**config.mk**
```make
export PLATFORM = sky130hd
export DESIGN_NAME = smb_blkbuf
export DESIGN_NICKNAME = d
export VERILOG_FILES = /design/src/rtl/smbblk_pkg.sv /design/src/rtl/smbblk_store.sv /design/src/rtl/smbblk_txq.sv /design/src/rtl/smb_blkbuf.sv
export SDC_FILE = /design/constraint.sdc
export NUM_CORES = 1
export LEC_CHECK = 0
export BUFFER_PORTS_ARGS = -buffer_cell sky130_fd_sc_hd__clkbuf_2
export CAP_MARGIN = 10
export CORE_ASPECT_RATIO = 2
export CORE_UTILIZATION = 40
export CTS_BUF_LIST = sky130_fd_sc_hd__clkbuf_8
export DETAILED_ROUTE_END_ITERATION = 6
export SLEW_MARGIN = 25
export SYNTH_ARGS = -nofsm -noshare
export SYNTH_HDL_FRONTEND = slang
export SYNTH_HIERARCHICAL = 1
export SYNTH_SLANG_ARGS = --single-unit
```
**constraint.sdc**
```tcl
create_clock -name clk -period 3.95 [get_ports clk]
set_input_delay 0.5925 -clock clk [delete_from_list [all_inputs] [get_ports clk]]
set_output_delay 0.5925 -clock clk [all_outputs]
set_load 0.05 [all_outputs]
```
**src/rtl/smbblk_pkg.sv**
```systemverilog
package smbblk_pkg;
  typedef enum logic [1:0] {
    ST_IDLE = 2'd0,
    ST_TX   = 2'd1,
    ST_RX   = 2'd2,
    ST_PB   = 2'd3
  } seq_state_e;

  localparam int STS_BUSY  = 0;
  localparam int STS_DONE  = 1;
  localparam int STS_DERR  = 2;
  localparam int STS_BDONE = 7;
endpackage

```
**src/rtl/smbblk_store.sv**
```systemverilog
module smbblk_store #(
  parameter int DEPTH = 32,
  parameter int DW    = 8,
  parameter int NRD   = 3
) (
  input  logic              clk,
  input  logic              rst_n,
  input  logic              we,
  input  logic [$clog2(DEPTH)-1:0] waddr,
  input  logic [DW-1:0]     wdata,
  input  logic [NRD*$clog2(DEPTH)-1:0] raddr,
  output logic [NRD*DW-1:0] rdata
);
  localparam int AW = $clog2(DEPTH);

  logic [DW-1:0] mem [DEPTH];

  always_ff @(posedge clk) begin
    if (!rst_n) begin
      for (int i = 0; i < DEPTH; i++) mem[i] <= '0;
    end else if (we) begin
      mem[waddr] <= wdata;
    end
  end

  for (genvar g = 0; g < NRD; g++) begin : g_rd
    assign rdata[g*DW +: DW] = mem[raddr[g*AW +: AW]];
  end
endmodule

```
**src/rtl/smbblk_txq.sv**
```systemverilog
module smbblk_txq #(
  parameter int DEPTH = 32,
  parameter int DW    = 8,
  parameter int CW    = 8
) (
  input  logic                     clk,
  input  logic                     rst_n,
  input  logic                     go,
  input  logic [CW-1:0]            len,
  output logic [$clog2(DEPTH)-1:0] rd_addr,
  input  logic [DW-1:0]            rd_data,
  output logic                     tx_valid,
  input  logic                     tx_ready,
  output logic [DW-1:0]            tx_data,
  output logic                     tx_last,
  output logic                     fin
);
  localparam int AW = $clog2(DEPTH);
  localparam int IW = AW + 1;

  logic          active;
  logic [IW-1:0] ptr, lim;

  assign rd_addr  = ptr[AW-1:0];
  assign tx_valid = active;
  assign tx_data  = rd_data;
  assign tx_last  = active && ((ptr + IW'(1)) == lim);
  assign fin      = active && tx_ready && tx_last;

  always_ff @(posedge clk) begin
    if (!rst_n) begin
      active <= 1'b0;
      ptr    <= '0;
      lim    <= '0;
    end else if (go) begin
      active <= 1'b1;
      ptr    <= '0;
      lim    <= (len > CW'(DEPTH)) ? IW'(DEPTH) : IW'(len);
    end else if (active && tx_ready) begin
      if (tx_last) active <= 1'b0;
      else         ptr    <= ptr + IW'(1);
    end
  end

  // a stalled beat keeps its payload
  a_r13_tx_hold: assert property (@(posedge clk) disable iff (!rst_n)
    tx_valid && !tx_ready |=> tx_valid && $stable(tx_data) && $stable(tx_last));

  // the stream stops after the final handshake
  a_r4_stop_after_last: assert property (@(posedge clk) disable iff (!rst_n)
    fin |=> !tx_valid);
endmodule

```
**src/rtl/smb_blkbuf.sv**
```systemverilog
module smb_blkbuf
  import smbblk_pkg::*;
#(
  parameter int DEPTH = 32,
  parameter int DW    = 8
) (
  input  logic                       clk,
  input  logic                       rst_n,
  input  logic                       aux_wr,
  input  logic [1:0]                 aux_wdata,
  output logic [1:0]                 aux_q,
  input  logic                       cnt_wr,
  input  logic [DW-1:0]              cnt_wdata,
  output logic [DW-1:0]              cnt_q,
  input  logic                       blk_wr,
  input  logic [DW-1:0]              blk_wdata,
  input  logic                       blk_rd,
  output logic [DW-1:0]              blk_rdata,
  input  logic                       sts_wr,
  input  logic [7:0]                 sts_wdata,
  output logic [7:0]                 sts_q,
  input  logic                       start,
  input  logic                       start_read,
  input  logic                       start_i2c_rd,
  input  logic                       ctl_last,
  output logic                       op_done,
  output logic [$clog2(DEPTH):0]     idx_q,
  output logic                       tx_valid,
  input  logic                       tx_ready,
  output logic [DW-1:0]              tx_data,
  output logic                       tx_last,
  input  logic                       rx_valid,
  output logic                       rx_ready,
  input  logic [DW-1:0]              rx_data,
  input  logic                       rx_last
);
  localparam int AW  = $clog2(DEPTH);
  localparam int IW  = AW + 1;
  localparam int CW  = DW;
  localparam int NRD = 3;

  seq_state_e    state;
  logic [IW-1:0] idx, rxk;
  logic [CW-1:0] cnt;
  logic [1:0]    aux;
  logic [DW-1:0] blk_reg;
  logic          st_busy, st_done, st_derr, st_bdone;
  logic          done_q, rd_dir, i2c_q;

  logic          buffered;
  logic [IW-1:0] idx_w, idx_inc, adv_n;
  logic          port_ok, blk_wr_q, blk_rd_q, start_ok, bw_match;
  logic          pb_adv, pb_end, rx_fire, rx_room, tx_go, tx_fin;

  logic          mem_we;
  logic [AW-1:0] mem_waddr, tx_addr;
  logic [DW-1:0] mem_wdata, rd_port, rd_next, tx_rd;
  logic [NRD*AW-1:0] mem_raddr;
  logic [NRD*DW-1:0] mem_rdata;

  assign buffered = aux[1];

  always_comb begin
    idx_w   = (idx >= IW'(DEPTH)) ? '0 : idx;
    idx_inc = idx_w + IW'(1);
    adv_n   = idx + IW'(1);
  end

  assign port_ok  = (state == ST_IDLE);
  assign blk_wr_q = blk_wr && buffered && port_ok;
  assign blk_rd_q = blk_rd && buffered && port_ok;
  assign start_ok = start && (state == ST_IDLE) && !st_busy && !st_derr;
  assign bw_match = (CW'(idx) == cnt);
  assign pb_adv   = sts_wr && !done_q && !buffered && (state == ST_PB);
  assign pb_end   = pb_adv && !rd_dir && (CW'(adv_n) == cnt);
  assign rx_fire  = rx_valid && (state == ST_RX);
  assign rx_room  = (rxk < IW'(DEPTH));
  assign tx_go    = (start_ok && !start_read && buffered && bw_match && (cnt != '0))
                 || (pb_end && !i2c_q);

  // single buffer write port, sources are exclusive by state
  always_comb begin
    mem_we    = 1'b0;
    mem_waddr = '0;
    mem_wdata = '0;
    if (rx_fire && rx_room) begin
      mem_we    = 1'b1;
      mem_waddr = rxk[AW-1:0];
      mem_wdata = rx_data;
    end else if (start_ok && !start_read && !buffered) begin
      mem_we    = 1'b1;
      mem_waddr = '0;
      mem_wdata = blk_reg;
    end else if (pb_adv && !rd_dir && !pb_end) begin
      mem_we    = 1'b1;
      mem_waddr = adv_n[AW-1:0];
      mem_wdata = blk_reg;
    end else if (blk_wr_q) begin
      mem_we    = 1'b1;
      mem_waddr = idx_w[AW-1:0];
      mem_wdata = blk_wdata;
    end
  end

  assign mem_raddr = {tx_addr, adv_n[AW-1:0], idx_w[AW-1:0]};
  assign rd_port   = mem_rdata[0*DW +: DW];
  assign rd_next   = mem_rdata[1*DW +: DW];
  assign tx_rd     = mem_rdata[2*DW +: DW];

  smbblk_store #(.DEPTH(DEPTH), .DW(DW), .NRD(NRD)) u_store (
    .clk   (clk),
    .rst_n (rst_n),
    .we    (mem_we),
    .waddr (mem_waddr),
    .wdata (mem_wdata),
    .raddr (mem_raddr),
    .rdata (mem_rdata)
  );

  smbblk_txq #(.DEPTH(DEPTH), .DW(DW), .CW(CW)) u_txq (
    .clk      (clk),
    .rst_n    (rst_n),
    .go       (tx_go),
    .len      (cnt),
    .rd_addr  (tx_addr),
    .rd_data  (tx_rd),
    .tx_valid (tx_valid),
    .tx_ready (tx_ready),
    .tx_data  (tx_data),
    .tx_last  (tx_last),
    .fin      (tx_fin)
  );

  always_ff @(posedge clk) begin
    if (!rst_n) begin
      state    <= ST_IDLE;
      idx      <= '0;
      rxk      <= '0;
      cnt      <= '0;
      aux      <= '0;
      blk_reg  <= '0;
      st_busy  <= 1'b0;
      st_done  <= 1'b0;
      st_derr  <= 1'b0;
      st_bdone <= 1'b0;
      done_q   <= 1'b1;
      rd_dir   <= 1'b0;
      i2c_q    <= 1'b0;
    end else begin
      if (aux_wr) aux <= aux_wdata;
      if (cnt_wr) cnt <= cnt_wdata;
      if (blk_wr && !buffered) blk_reg <= blk_wdata;

      // clears first; any set below in the same cycle overrides
      if (sts_wr) begin
        if (sts_wdata[STS_DONE])  st_done  <= 1'b0;
        if (sts_wdata[STS_DERR])  st_derr  <= 1'b0;
        if (sts_wdata[STS_BDONE]) st_bdone <= 1'b0;
      end

      if (blk_wr_q) idx <= idx_inc;

      if (blk_rd_q) begin
        idx <= idx_inc;
        if (!done_q && (CW'(idx_inc) == cnt)) begin
          done_q  <= 1'b1;
          idx     <= '0;
          st_busy <= 1'b0;
        end
      end

      if (start_ok) begin
        rd_dir <= start_read;
        i2c_q  <= start_i2c_rd;
        idx    <= '0;
        if (start_read) begin
          state   <= ST_RX;
          st_busy <= 1'b1;
          rxk     <= '0;
        end else if (buffered) begin
          if (!bw_match)        st_derr <= 1'b1;
          else if (cnt == '0)   st_done <= 1'b1;
          else begin
            state   <= ST_TX;
            st_busy <= 1'b1;
          end
        end else begin
          state    <= ST_PB;
          done_q   <= 1'b0;
          st_busy  <= 1'b1;
          st_bdone <= 1'b1;
        end
      end

      if (pb_adv) begin
        if (!rd_dir) begin
          idx <= adv_n;
          if (pb_end) begin
            done_q <= 1'b1;
            if (i2c_q) begin
              st_derr <= 1'b1;
              st_busy <= 1'b0;
              state   <= ST_IDLE;
            end else begin
              state <= ST_TX;
            end
          end else begin
            st_bdone <= 1'b1;
          end
        end else begin
          blk_reg <= rd_next;
          if (ctl_last) begin
            done_q  <= 1'b1;
            idx     <= '0;
            st_done <= 1'b1;
            st_busy <= 1'b0;
            state   <= ST_IDLE;
          end else begin
            idx      <= adv_n;
            st_bdone <= 1'b1;
          end
        end
      end

      if (rx_fire) begin
        if (rx_room) rxk <= rxk + IW'(1);
        if ((rxk == '0) && !buffered) blk_reg <= rx_data;
        if (rx_last) begin
          cnt    <= rx_room ? (CW'(rxk) + CW'(1)) : CW'(DEPTH);
          idx    <= '0;
          done_q <= 1'b0;
          if (buffered) begin
            st_done <= 1'b1;
            state   <= ST_IDLE;
          end else begin
            st_bdone <= 1'b1;
            state    <= ST_PB;
          end
        end
      end

      if (tx_fin) begin
        st_done <= 1'b1;
        st_busy <= 1'b0;
        done_q  <= 1'b1;
        idx     <= '0;
        state   <= ST_IDLE;
      end
    end
  end

  assign aux_q     = aux;
  assign cnt_q     = cnt;
  assign idx_q     = idx;
  assign op_done   = done_q;
  assign rx_ready  = (state == ST_RX);
  assign blk_rdata = buffered ? rd_port : blk_reg;
  assign sts_q     = {st_bdone, 4'b0000, st_derr, st_done, st_busy};

  // count mismatch refuses the transfer
  a_r5_count_mismatch: assert property (@(posedge clk) disable iff (!rst_n)
    start_ok && !start_read && buffered && !bw_match |=> st_derr && (idx == '0) && !tx_valid);

  // pending device error blocks a start
  a_r6_err_blocks_start: assert property (@(posedge clk) disable iff (!rst_n)
    start && st_derr && (state == ST_IDLE) |=> !tx_valid && !rx_ready);

  // draining to the count ends the buffered read
  a_r8_drain_done: assert property (@(posedge clk) disable iff (!rst_n)
    blk_rd_q && !done_q && (CW'(idx_inc) == cnt) |=> done_q && (idx == '0) && !st_busy);

  // a mid-message status write advances and flags byte-done
  a_r9_pb_advance: assert property (@(posedge clk) disable iff (!rst_n)
    pb_adv && !rd_dir && !pb_end |=> st_bdone && (idx == $past(adv_n)));

  // the completion set wins over a same-cycle clear
  a_r12_set_wins: assert property (@(posedge clk) disable iff (!rst_n)
    tx_fin |=> st_done && !st_busy);

  // no outgoing beat outside a transfer
  a_r13_idle_quiet: assert property (@(posedge clk) disable iff (!rst_n)
    (state == ST_IDLE) |-> !tx_valid);
endmodule

```
==> flow_summary.json <==
{
  "final-hold-violation-count": 0,
  "p_sw_frac": 0.2915,
  "yosysUniqueCellTypes": 69,
  "reg2reg_slack_ns": 0.27,
  "synth_warnings": 6,
  "clock.fmax_mhz": 251.9,
  "finalInstanceArea_um2": 22700,
  "dpl.hpwl_mm": 51.34,
  "dp_cells": 2145,
  "grt_usage": 0.3037,
  "tritoncts.num_buffers": 44,
  "critPathLaunch": "idx_q[1]",
  "regArea_um2": 8738,
  "yosysSeqAreaShare": 0.4433,
  "setup_viol": 1,
  "hold_path_depth": 3,
  "first_pass_iters": 7,
  "synth_mux_area_frac": 0.3022,
  "synth.top_cell.area_share": 0.3904,
  "io_buffers": 82,
  "p_seq_frac": 0.497,
  "post-route-period-util": 1.005,
  "yosys.area_share.simple": 0.1412,
  "syn-instance-count": 1435,
  "routed_wl_mm": 73.78,
  "synth_top_family_by_area": "multiplexers",
  "cts_htree_levels": 2,
  "ys_seq_elements": 308,
  "violations": "setup timing",
  "reg2reg_to": "u_store/mem[11][7]",
  "ys.flop_type": "edfxtp_1",
  "power_density_nw_per_um2": 334.8,
  "die_height_um": 315.8,
  "vias_per_cell": 6.185,
  "synth_area_um2": 19690,
  "synth_compound_area_frac": 0.05376,
  "avgSynthCellArea_um2": 13.72,
  "crit_arrival_ns": 3.38,
  "yosys.area.top_type": "edfxtp_1",
  "max_slew_margin": 0.4373,
  "synth_xor_area_frac": 0.01246,
  "required_ns": 3.36,
  "combPwrFrac": 0.163,
  "end_kind": "primary output",
  "initial_utilization": 0.4060,
  "finalSetupTns_ns": -0.01975,
  "clkTransAtPathRegs_ns": 0.07,
  "critPathMaxFanout": 5,
  "drv_slew": 0,
  "place_ws_ns": 0.4004,
  "multiInputGateArea_um2": 10230,
  "status": "complete, but fails checks",
  "finalNetCount": 1639,
  "clockBufferDepth": 3,
  "r2r_cells": 12,
  "peakVddDrop_mv": 0.2380,
  "worst_pin_slew_ns": 0.8405,
  "grt_max_degree": 67,
  "row_count": 114,
  "p_switching_uw": 2215,
  "p_int_uw": 5384,
  "p_clk_frac": 0.340,
  "cts.sink_count": 308,
  "critPathKind": "reg2out",
  "synth_edf_count": 256,
  "routed-via-count": 14027,
  "hp-class": "in2reg",
  "area_growth_pct": 15.28,
  "drc_errors": 0,
  "post-route-min-period_ns": 3.970,
  "wire_per_inst_um": 32.53,
  "reg2reg_from": "idx_q[0]",
  "n_fill_cell": 4328,
  "fin_skew_ns": 0.03647,
  "fp.dieW_um": 158.9,
  "drtAntennaViolNets": 0,
  "fin_cells": 2268,
  "placed_area_um2": 21300,
  "synth.area.top_cells": "edfxtp_1 39%, mux4_2 27%, and2_1 8.3%, dfxtp_1 5.3%, buf_4 1.6%",
  "die-area_um2": 50170,
  "cts_tree": "built",
  "grt_pass1_vias": 14169,
  "maxCapViolCount": 0,
  "antenna_found_initial": 11,
  "detailedRoute.firstIterationViolations": 1345,
  "async_reset_ff_frac": 0,
  "largest_reg_flops": 256,
  "drive_above_1_share": 0.3799,
  "grt_overflow": 0,
  "fin_ws_ns": -0.01975,
  "core_um2": 48500,
  "leakage_uw": 0.007893,
  "clk_latency_ns": 0.63,
  "endpoint": "blk_rdata[3]",
  "gp_congestion": 1.059,
  "boundaryPins": 92,
  "synthAdderAreaFrac": 0.003813,
  "cts-root-buf": "clkbuf_8",
  "rsz0062_at_grt": "yes",
  "grt_pass1_wl_mm": 105.1,
  "critPathLaunchType": "register"
}
==> cells in the mapped netlist, drive strengths merged, types with 3 or more instances <==
cell and count:
o211a 4, nor3 12, inv 18, or3 4, and3 9, a21oi 14
dfxtp 52, o211ai 4, nand4 3, nor4 6, nand2b 11, mux2 25
nor2b 16, nand3b 4, nand3 14, edfxtp 256, mux4 240, a21boi 12
ha 6, clkbuf 61, a211oi 4, xnor2 20, a31oi 4, xor2 8
or3b 3, o21a 4, a211o 9, nand2 61, buf 82, a32oi 5
a22o 5, a22oi 19, nor2 66, and2 261, mux2i 26, o21ai 63
==> metal layers <==
layer / share of wire / track usage / vias to the layer above
li1: - / - / 5862
met1: 0.29 / 0.2800 / 7117
met2: 0.52 / 0.5437 / 763
met3: 0.067 / 0.06625 / 283
met4: 0.12 / 0.3020 / 2
met5: 0.00020 / 0.002841 / -
==> how the worst min path moves through the flow <==
stage / from / endpoint
final: rx_data[0] / blk_reg[0]
after global routing: rx_data[2] / blk_reg[2]
after CTS: rx_data[2] / blk_reg[2]
after detailed placement: u_txq/ptr[5] / u_txq/ptr[5]
after global placement: u_txq/ptr[5] / u_txq/ptr[5]
after floorplan: u_txq/ptr[5] / u_txq/ptr[5]
==> timing repair <==
item                       4_1_cts  5_1_grt
cloned                           5        1
buffers inserted                 7       21
hold buffers                     0        0
gates resized for setup         39       23
setup endpoints to repair        8       12
pin swaps                        1        3
==> cells in the final DEF (no fill, tap or decap), types with 8 or more instances in the layout <==
| master | n |
|---|---|
| a21oi_1 | 14 |
| buf_12 | 17 |
| diode_2 | 11 |
| nor2_1 | 65 |
| nand3_1 | 13 |
| a22oi_1 | 19 |
| nor3_1 | 12 |
| and3_1 | 8 |
| nand2b_1 | 11 |
| edfxtp_1 | 256 |
| xor2_1 | 8 |
| nor2b_1 | 12 |
| buf_4 | 140 |
| clkinv_2 | 8 |
| xnor2_1 | 19 |
| and2_1 | 260 |
| a21boi_2 | 8 |
| a211o_1 | 9 |
| inv_1 | 27 |
| o21ai_2 | 10 |
| clkinv_1 | 10 |
| mux2i_1 | 25 |
| o21ai_0 | 46 |
| clkbuf_8 | 46 |
| mux4_2 | 240 |
| mux2_2 | 18 |
| nand2_1 | 58 |
| dfxtp_1 | 48 |
| clkbuf_2 | 74 |
==> final cells by class <==
| cell class | instances | share of cell area |
|---|---|---|
| tap | 638 | 0.03517 |
| timing repair buffer | 244 | 0.08710 |
| clock inverter | 35 | 0.01025 |
| inverter | 18 | 0.003087 |
| sequential | 308 | 0.3850 |
| clock buffer | 45 | 0.02729 |
| multi-input combinational | 969 | 0.4509 |
| antenna | 11 | 0.001213 |
==> kinds of logic (layout without fill, tap and decap cells) <==
kind of cell,count (synthesis),after routing
buf+inv,161,342
mux,291,291
compound gates,156,156
xor+xnor,28,28
flops,308,308
fa+ha+maj,6,6
other cells,1,15
simple gates,484,484
==> critical path: stages (launching register included) <==
cell and delay (ns):
dfxtp_2 0.36, inv_4 0.04, nor2_4 0.16, buf_12 0.18, buf_12 0.16, buf_6 0.11
mux4_2 0.57, mux4_2 0.54, mux2_4 0.35, nand2_2 0.08, o21ai_2 0.06, buf_8 0.16
==> power by group through the flow <==
stage                     Combinational [uW]  Clock [uW]  Sequential, uW
after floorplan                          700           0            3830
after global placement                  1160           0            3830
after detailed placement                1170           0            3840
after CTS                               1190        2650            3770
after global routing                    1280        2760            3790
final                                   1240        2580            3780
==> per-stage QoR <==
step | total power (uW) | utilization | hold WS [ns]
floorplan | 4535 | - | 0.4542
global placement | 4984 | 0.4392 | 0.4671
detailed placement | 5011 | 0.4393 | 0.4800
CTS | 7610 | 0.4633 | 0.1762
global route | 7832 | 0.4675 | 0.1995
finish | 7599 | 0.4680 | 0.2060
Power figures use the tool's default switching activity.
